<file path="config.mk">
export PLATFORM = sky130hd
export DESIGN_NAME = i2c_addr_matcher
export DESIGN_NICKNAME = d
export VERILOG_FILES = /design/src/rtl/amatch_pkg.sv /design/src/rtl/amatch_regs.sv /design/src/rtl/amatch_cmp.sv /design/src/rtl/amatch_out.sv /design/src/rtl/i2c_addr_matcher.sv
export SDC_FILE = /design/constraint.sdc
export NUM_CORES = 1
export LEC_CHECK = 0
export ABC_CLOCK_PERIOD_IN_PS = 1900
export BUFFER_PORTS_ARGS = -buffer_cell sky130_fd_sc_hd__buf_2
export CAP_MARGIN = 20
export CORE_ASPECT_RATIO = 1.5
export CORE_MARGIN = 3
export CORE_UTILIZATION = 40
export DETAILED_ROUTE_END_ITERATION = 12
export GPL_TIMING_DRIVEN = 0
export PLACE_DENSITY_LB_ADDON = 0.12
export SLEW_MARGIN = 10
export SYNTH_ARGS = -nofsm -noshare
export SYNTH_HDL_FRONTEND = slang
export SYNTH_SLANG_ARGS = --single-unit
export TNS_END_PERCENT = 50
</file>
<file path="constraint.sdc">
create_clock -name clk -period 1.9 [get_ports clk]
set_input_delay 0.38 -clock clk [delete_from_list [all_inputs] [get_ports clk]]
set_output_delay 0.38 -clock clk [all_outputs]
set_load 0.02 [all_outputs]
</file>
<file path="src/rtl/amatch_pkg.sv">
package amatch_pkg;
    localparam int TGT_W  = 7;
    localparam int BYTE_W = 8;

    typedef enum logic [1:0] {
        KIND_NONE    = 2'd0,
        KIND_PRIMARY = 2'd1,
        KIND_RANGE   = 2'd2,
        KIND_ALERT   = 2'd3
    } match_kind_e;

    typedef enum logic [1:0] {
        SEL_PRIMARY = 2'd0,
        SEL_RANGE   = 2'd1,
        SEL_CONFIG  = 2'd2,
        SEL_UNUSED  = 2'd3
    } reg_sel_e;

    typedef struct packed {
        logic [TGT_W-1:0] prim;
        logic [TGT_W-1:0] rng;
        logic             rng_en;
        logic             win_mode;
        logic             alert_en;
    } amatch_regs_t;

    typedef struct packed {
        logic        pulse;
        match_kind_e kind;
    } amatch_out_t;
endpackage

</file>
<file path="src/rtl/amatch_regs.sv">
module amatch_regs
    import amatch_pkg::*;
(
    input  logic              clk,
    input  logic              rst_n,
    input  logic              wr_en,
    input  logic [1:0]        wr_sel,
    input  logic [BYTE_W-1:0] wr_data,
    input  logic [1:0]        rd_sel,
    output logic [BYTE_W-1:0] rd_data,
    output amatch_regs_t      regs
);
    localparam int CFG_PAD = BYTE_W - 2;

    amatch_regs_t r_d, r_q;

    always_comb begin
        r_d = r_q;
        if (wr_en) begin
            case (reg_sel_e'(wr_sel))
                SEL_PRIMARY: r_d.prim = wr_data[BYTE_W-1:1];
                SEL_RANGE: begin
                    r_d.rng    = wr_data[BYTE_W-1:1];
                    r_d.rng_en = |wr_data[BYTE_W-1:1];
                end
                SEL_CONFIG: begin
                    r_d.win_mode = wr_data[0];
                    r_d.alert_en = wr_data[1];
                end
                default: ;
            endcase
        end
    end

    always_ff @(posedge clk) begin
        if (!rst_n) r_q <= '0;
        else        r_q <= r_d;
    end

    always_comb begin
        case (reg_sel_e'(rd_sel))
            SEL_PRIMARY: rd_data = {r_q.prim, 1'b0};
            SEL_RANGE:   rd_data = {r_q.rng, 1'b0};
            SEL_CONFIG:  rd_data = {{CFG_PAD{1'b0}}, r_q.alert_en, r_q.win_mode};
            default:     rd_data = '0;
        endcase
    end

    assign regs = r_q;
endmodule

</file>
<file path="src/rtl/amatch_cmp.sv">
module amatch_cmp
    import amatch_pkg::*;
#(
    parameter logic [TGT_W-1:0] ALERT_ADDR = 7'b0001100
) (
    input  amatch_regs_t     regs,
    input  logic [TGT_W-1:0] tgt,
    output match_kind_e      kind
);
    logic hit_prim, hit_win, hit_eq, hit_sec, hit_alert;

    always_comb begin
        hit_prim  = (tgt == regs.prim);
        hit_win   = (tgt >= regs.prim) && (tgt <= regs.rng);
        hit_eq    = (tgt == regs.rng);
        hit_sec   = regs.rng_en && (regs.win_mode ? hit_win : hit_eq);
        hit_alert = regs.alert_en && (tgt == ALERT_ADDR);
        if (hit_prim)       kind = KIND_PRIMARY;
        else if (hit_sec)   kind = KIND_RANGE;
        else if (hit_alert) kind = KIND_ALERT;
        else                kind = KIND_NONE;
    end
endmodule

</file>
<file path="src/rtl/amatch_out.sv">
module amatch_out
    import amatch_pkg::*;
(
    input  logic        clk,
    input  logic        rst_n,
    input  logic        strobe,
    input  match_kind_e kind,
    output logic        pulse,
    output logic [1:0]  kind_out
);
    amatch_out_t o_d, o_q;

    always_comb begin
        o_d.pulse = strobe && (kind != KIND_NONE);
        o_d.kind  = o_d.pulse ? kind : KIND_NONE;
    end

    always_ff @(posedge clk) begin
        if (!rst_n) o_q <= '{pulse: 1'b0, kind: KIND_NONE};
        else        o_q <= o_d;
    end

    assign pulse    = o_q.pulse;
    assign kind_out = o_q.kind;
endmodule

</file>
<file path="src/rtl/i2c_addr_matcher.sv">
module i2c_addr_matcher
    import amatch_pkg::*;
#(
    parameter logic [TGT_W-1:0] ALERT_ADDR = 7'b0001100
) (
    input  logic              clk,
    input  logic              rst_n,
    input  logic              wr_en,
    input  logic [1:0]        wr_sel,
    input  logic [BYTE_W-1:0] wr_data,
    input  logic [1:0]        rd_sel,
    output logic [BYTE_W-1:0] rd_data,
    input  logic              addr_valid,
    input  logic [BYTE_W-1:0] addr_byte,
    output logic              match_pulse,
    output logic [1:0]        match_kind
);
    amatch_regs_t regs;
    match_kind_e  kind_now;

    amatch_regs u_regs (
        .clk     (clk),
        .rst_n   (rst_n),
        .wr_en   (wr_en),
        .wr_sel  (wr_sel),
        .wr_data (wr_data),
        .rd_sel  (rd_sel),
        .rd_data (rd_data),
        .regs    (regs)
    );

    amatch_cmp #(.ALERT_ADDR(ALERT_ADDR)) u_cmp (
        .regs (regs),
        .tgt  (addr_byte[BYTE_W-1:1]),
        .kind (kind_now)
    );

    amatch_out u_out (
        .clk      (clk),
        .rst_n    (rst_n),
        .strobe   (addr_valid),
        .kind     (kind_now),
        .pulse    (match_pulse),
        .kind_out (match_kind)
    );
endmodule

</file>
Word level (Yosys, flattened, before mapping)
Cells that the tools add are included.

Flip-flop bits (word level): 20. Input port bits: 24. Output and inout port bits: 11. Logic and storage cells: 33.

$lt $le $gt $ge: 2. Equal/unequal tests: 7. Multiplexer cells: 5. Reductions and logical operators: 12.

Operators with widths (count): case mux 8 bit (3 select lines) (1); == test 7 bit (2); AND reduction 2 bit (4); == test 7 x 4 -> 1 bit, second input constant (1); greater-or-equal comparator 7 bit (1); <= comparator 7 bit (1); OR reduction 7 bit (1); two-way mux 2 bit (3); == test 2 x 1 -> 1 bit, second input constant (2); == test 2 bit, second input constant (2); logical AND 1 bit (4); zero test 2 bit (2); nonzero test 2 bit (1); two-way mux 1 bit (1).

Depth between registers and ports, before layout
Word-level depth: 9. Depth in mapped cells: 7. Gate-level depth less buffers: 7.

Cells and area by module
A second synthesis with hierarchy kept.

Cell total of the unflattened synthesis: 139. Area total of the unflattened synthesis: 1313.8 um^2.

Modules (own cells, without submodules): amatch_regs (times used 1, cells each 78, area each 809.5 um^2, seq. area each 340.3 um^2); amatch_cmp (times used 1, cells each 55, area each 420.4 um^2, seq. area each 0.0 um^2); amatch_out (times used 1, cells each 6, area each 83.8 um^2, seq. area each 60.1 um^2).

Least setup slack after synthesis
No wires, ideal clock.

Kind: input to register. Start: input port addr_byte[1]. End: register u_out.o_q (netlist bit u_out.pulse). Library setup time: 125 ps. Arrival time: 1456 ps. Required time: 1775 ps. Setup slack: 319 ps. Stages: 7. Path buffers: 0. Cell sequence: inv_1 ha_1 nand2b_1 a211o_1 a21oi_1 or2_1 a31oi_1.

Longest elaborated chain between the ends: 8. Elaborated cells on any way between the ends: 14. Those cells by class: order compare: 2; eq/ne: 3; mux: 4; reduce/logical: 5.

RTL lines: start, declared (RTL line i2c_addr_matcher.sv:14) `input logic [BYTE_W-1:0] addr_byte,`; greater-or-equal comparator 7 bit or <= comparator 7 bit (tied branches) (RTL line amatch_cmp.sv:14) `hit_win = (tgt >= regs.prim) && (tgt <= regs.rng);`; logical AND 1 bit (RTL line amatch_cmp.sv:14); two-way mux 1 bit (RTL line amatch_cmp.sv:16) `hit_sec = regs.rng_en && (regs.win_mode ? hit_win : hit_eq);`; logical AND 1 bit (RTL line amatch_cmp.sv:16); two-way mux 2 bit (RTL line amatch_cmp.sv:19) `else if (hit_sec) kind = KIND_RANGE;`; two-way mux 2 bit (*) (RTL line amatch_cmp.sv:18) `if (hit_prim) kind = KIND_PRIMARY;`; nonzero test 2 bit (*) (RTL line amatch_out.sv:14) `o_d.pulse = strobe && (kind != KIND_NONE);`; logical AND 1 bit (*) (RTL line amatch_out.sv:14); end signal, assigned (RTL line amatch_out.sv:19) `if (!rst_n) o_q <= '{pulse: 1'b0, kind: KIND_NONE};`; end, declared (RTL line amatch_out.sv:11) `amatch_out_t o_d, o_q;`.

Every way passes the cells marked *; elsewhere a longest branch is shown, timed or not. A chain may end at the register's enable or synchronous reset.

Worst setup path after layout
Start: register u_regs.r_q (netlist bit u_regs.regs[9]). End: register u_out.o_q (netlist bit u_out.pulse).

Longest elaborated chain between the ends: 8. Elaborated cells on any way between the ends: 9. Those cells by class: order compare: 1; eq/ne: 1; mux: 3; reduce/logical: 4.

RTL lines: start, declared (RTL line amatch_regs.sv:15) `amatch_regs_t r_d, r_q;`; start signal, assigned (RTL line amatch_regs.sv:37) `else r_q <= r_d;`; <= comparator 7 bit (RTL line amatch_cmp.sv:14); logical AND 1 bit (RTL line amatch_cmp.sv:14); two-way mux 1 bit (*) (RTL line amatch_cmp.sv:16); logical AND 1 bit (*) (RTL line amatch_cmp.sv:16); two-way mux 2 bit (*) (RTL line amatch_cmp.sv:19); two-way mux 2 bit (*) (RTL line amatch_cmp.sv:18); nonzero test 2 bit (*) (RTL line amatch_out.sv:14); logical AND 1 bit (*) (RTL line amatch_out.sv:14).

Marked as above.

==> impl_metrics.env <==
export IMPL_run_status="complete, no violations"
export IMPL_core_mm2=0.00297
export IMPL_finalHoldViolations=0
export IMPL_fin_skew_ns=0.00785
export IMPL_synthArstFlopShare_pct=0
export IMPL_die_area_mm2=0.00391
export IMPL_antennaDiodeCount=0
export IMPL_dieHeight_um=75.1
export IMPL_endpoint_kind="flip-flop"
export IMPL_synth_distinct_cells=30
export IMPL_drive_gt1_share_pct=22.8
export IMPL_antenna_found_initial=0
export IMPL_viasPerCell=5.20
export IMPL_drt_total_wl_mm=3.09
export IMPL_irDropWorstVdd_uv=374
export IMPL_dp_hpwl_mm=2.48
export IMPL_dp_cells=215
export IMPL_synth_ff_type="dfxtp_1"
export IMPL_synth_edff_count=0
export IMPL_seqCellArea_um2=400
export IMPL_final_nets=219
export IMPL_fp_dieW_um=52.1
export IMPL_whs_path_depth=3
export IMPL_cts_hold_buf=0
export IMPL_cts_tree="done"
export IMPL_place_area_mm2=0.00147
export IMPL_cts_repair_resized=0
export IMPL_seq_area_frac_synth_pct=31.4
export IMPL_rows=24
export IMPL_switchingPower_mw=0.246
export IMPL_yosysTopAreaCell="dfxtp_1"
export IMPL_report_final_slew_viol_count=0
export IMPL_worst_pin_slew_ns=0.457
export IMPL_postSynthAreaPerCell_um2=8.72
export IMPL_final_cells=219
export IMPL_p_comb_share_pct=15.5
export IMPL_multi_input_area_um2=798
export IMPL_power_frac_seq_pct=42.7
export IMPL_synth_area_mm2=0.00127
export IMPL_rr_worst_depth=7
export IMPL_clkLatencyLatePin_ns=0.26
export IMPL_drtIter0Drc=37
export IMPL_synth_net_count=184
export IMPL_grt_max_degree=13
export IMPL_relSlewSlack_pct=69.5
export IMPL_overflow=0
export IMPL_worstPathArrival_ns=1.77
export IMPL_fill_cells=284
export IMPL_final_setup_viol_count=0
export IMPL_power_leakage_nw=0.704
export IMPL_ctsRootBufferMaster="clkbuf_8"
export IMPL_clkSinkCount=20
export IMPL_finalInstanceArea_mm2=0.00154
export IMPL_netlist_top_cells_area="dfxtp_1, ha_1, mux2i_1, nor2b_1, a21oi_1"
export IMPL_cts_setup_buffers=0
export IMPL_grt_usage_pct=17.1
export IMPL_syn_instance_count=146
export IMPL_period_minus_slack_ns=1.62
export IMPL_floorplan_initialDensity_pct=42.8
export IMPL_drc=0
export IMPL_clockBufferDepth=2
export IMPL_ant_nets=0
export IMPL_setup_tns_final_ns=0
export IMPL_clk_pin_slew_ns=0.08
export IMPL_hp_class="input pin to flip-flop"
export IMPL_pin_count=35
export IMPL_synth_warnings=0
export IMPL_rsz0062_at_grt="no"
export IMPL_num_vias=1138
export IMPL_synth_most_common_cell="dfxtp_1"
export IMPL_fmax_ghz=0.617
export IMPL_grt_pass1_wl_mm=4.84
export IMPL_htreeDepth=1
export IMPL_yosysTopAreaCellShare_pct=31.4
export IMPL_startpoint_type="flip-flop"
export IMPL_worstPathRequired_ns=2.05
export IMPL_gp_congestion=0.763
export IMPL_cap_violations=0
export IMPL_p_sw_share_pct=23.8
export IMPL_cts_inserted_buffers=3
export IMPL_synth_common_cells="dfxtp_1, nor2b_1, mux2i_1, ha_1"
export IMPL_grt_pass1_vias=1137
export IMPL_synthToLayoutAreaGrowth_pct=21.2
export IMPL_clockPowerShare_pct=41.9
export IMPL_path_class="flip-flop to flip-flop"
export IMPL_power_density_mw_per_mm2=669
export IMPL_portBuffers=30
export IMPL_cp_max_fo=3
export IMPL_ys_ff_latch=20
export IMPL_p_int_mw=0.786
export IMPL_dr_pass1_iters=4
export IMPL_wl_per_cell_um=14.1
export IMPL_min_period_over_period_pct=85.3
-- through the flow --
stage               total power, mW  setup WS [ns]  util, %  hold slack, ns
floorplan                     0.550          0.319        -           0.497
global placement              0.602          0.153     49.5           0.529
detailed placement            0.610          0.122     49.5           0.546
CTS                            1.05          0.288     51.9           0.355
global route                   1.08          0.156     51.9           0.367
finish                         1.03          0.280     51.9           0.364
-- cells in the final DEF (no fill, tap or decap), types with 2 or more instances in the layout --
master and count:
a21o_1 2, a21oi_1 12, a31oi_1 2, buf_2 33
clkbuf_1 3, clkbuf_8 3, dfxtp_1 20, ha_1 14
inv_1 13, mux2i_1 17, nand2_1 2, nand3_1 2
nand3b_1 4, nand4_1 4, nor2_1 13, nor2b_1 18
o21ai_0 3
-- critical path, cell delays in order (launching register included) --
cell and delay, ns:
dfxtp_1 0.36, inv_1 0.06, ha_1 0.32, nand4_1 0.12
a21o_1 0.17, a31oi_1 0.23, or2_1 0.16, a31oi_1 0.08
-- final timing paths --
| path | endpoint | from | slack (ns) |
|---|---|---|---|
| worst max-delay path | u_out.pulse | u_regs.regs[9] | 0.28 |
| worst max register to register | u_out.pulse | u_regs.regs[9] | 0.28 |
| worst min-delay path | u_out.kind_out[1] | addr_valid | 0.36 |
| worst min register to register | u_regs.regs[3] | u_regs.regs[3] | 0.56 |
-- flip-flops by register name, indices dropped and copies added (netlist names) --
register        count
u_out.kind_out      2
u_out.pulse         1
u_regs.regs        17
-- power by group through the flow --
stage | combinational [mW] | clock, mW | sequential (mW)
2_1_floorplan | 0.102 | 0 | 0.448
5_1_grt | 0.179 | 0.455 | 0.442
3_3_place_gp | 0.152 | 0 | 0.450
4_1_cts | 0.160 | 0.445 | 0.441
6_report | 0.159 | 0.432 | 0.441
3_5_place_dp | 0.160 | 0 | 0.451
-- per-layer routing --
| metal | up-vias | GRT usage [%] | wire length [µm] |
|---|---|---|---|
| li1 | 574 | - | - |
| met3 | 9 | 2.18 | 163 |
| met2 | 36 | 32.6 | 1680 |
| met1 | 519 | 17.3 | 1130 |
| met4 | 0 | 9.91 | 104 |
| met5 | - | 0 | 0 |
-- area by class of cell --
class / instances / area share (%)
clock inverters: 1 / 1.94
multi-input cells: 107 / 51.7
flip-flops and latches: 20 / 25.9
well taps: 39 / 3.16
plain buffers: 6 / 1.70
repair buffers: 30 / 9.72
clock buffers: 3 / 2.67
inverters: 13 / 3.16
-- kinds of logic after synthesis --
kind of cell,after synthesis,share of synthesized area [%]
DFF,20,31.4
buffers and inverters,19,5.89
AOI/OAI and AO/OA,24,11.5
and+or+nand+nor,52,24.1
adders and majority gates,14,13.8
muxes,17,13.4
Power figures use the tool's default switching activity.
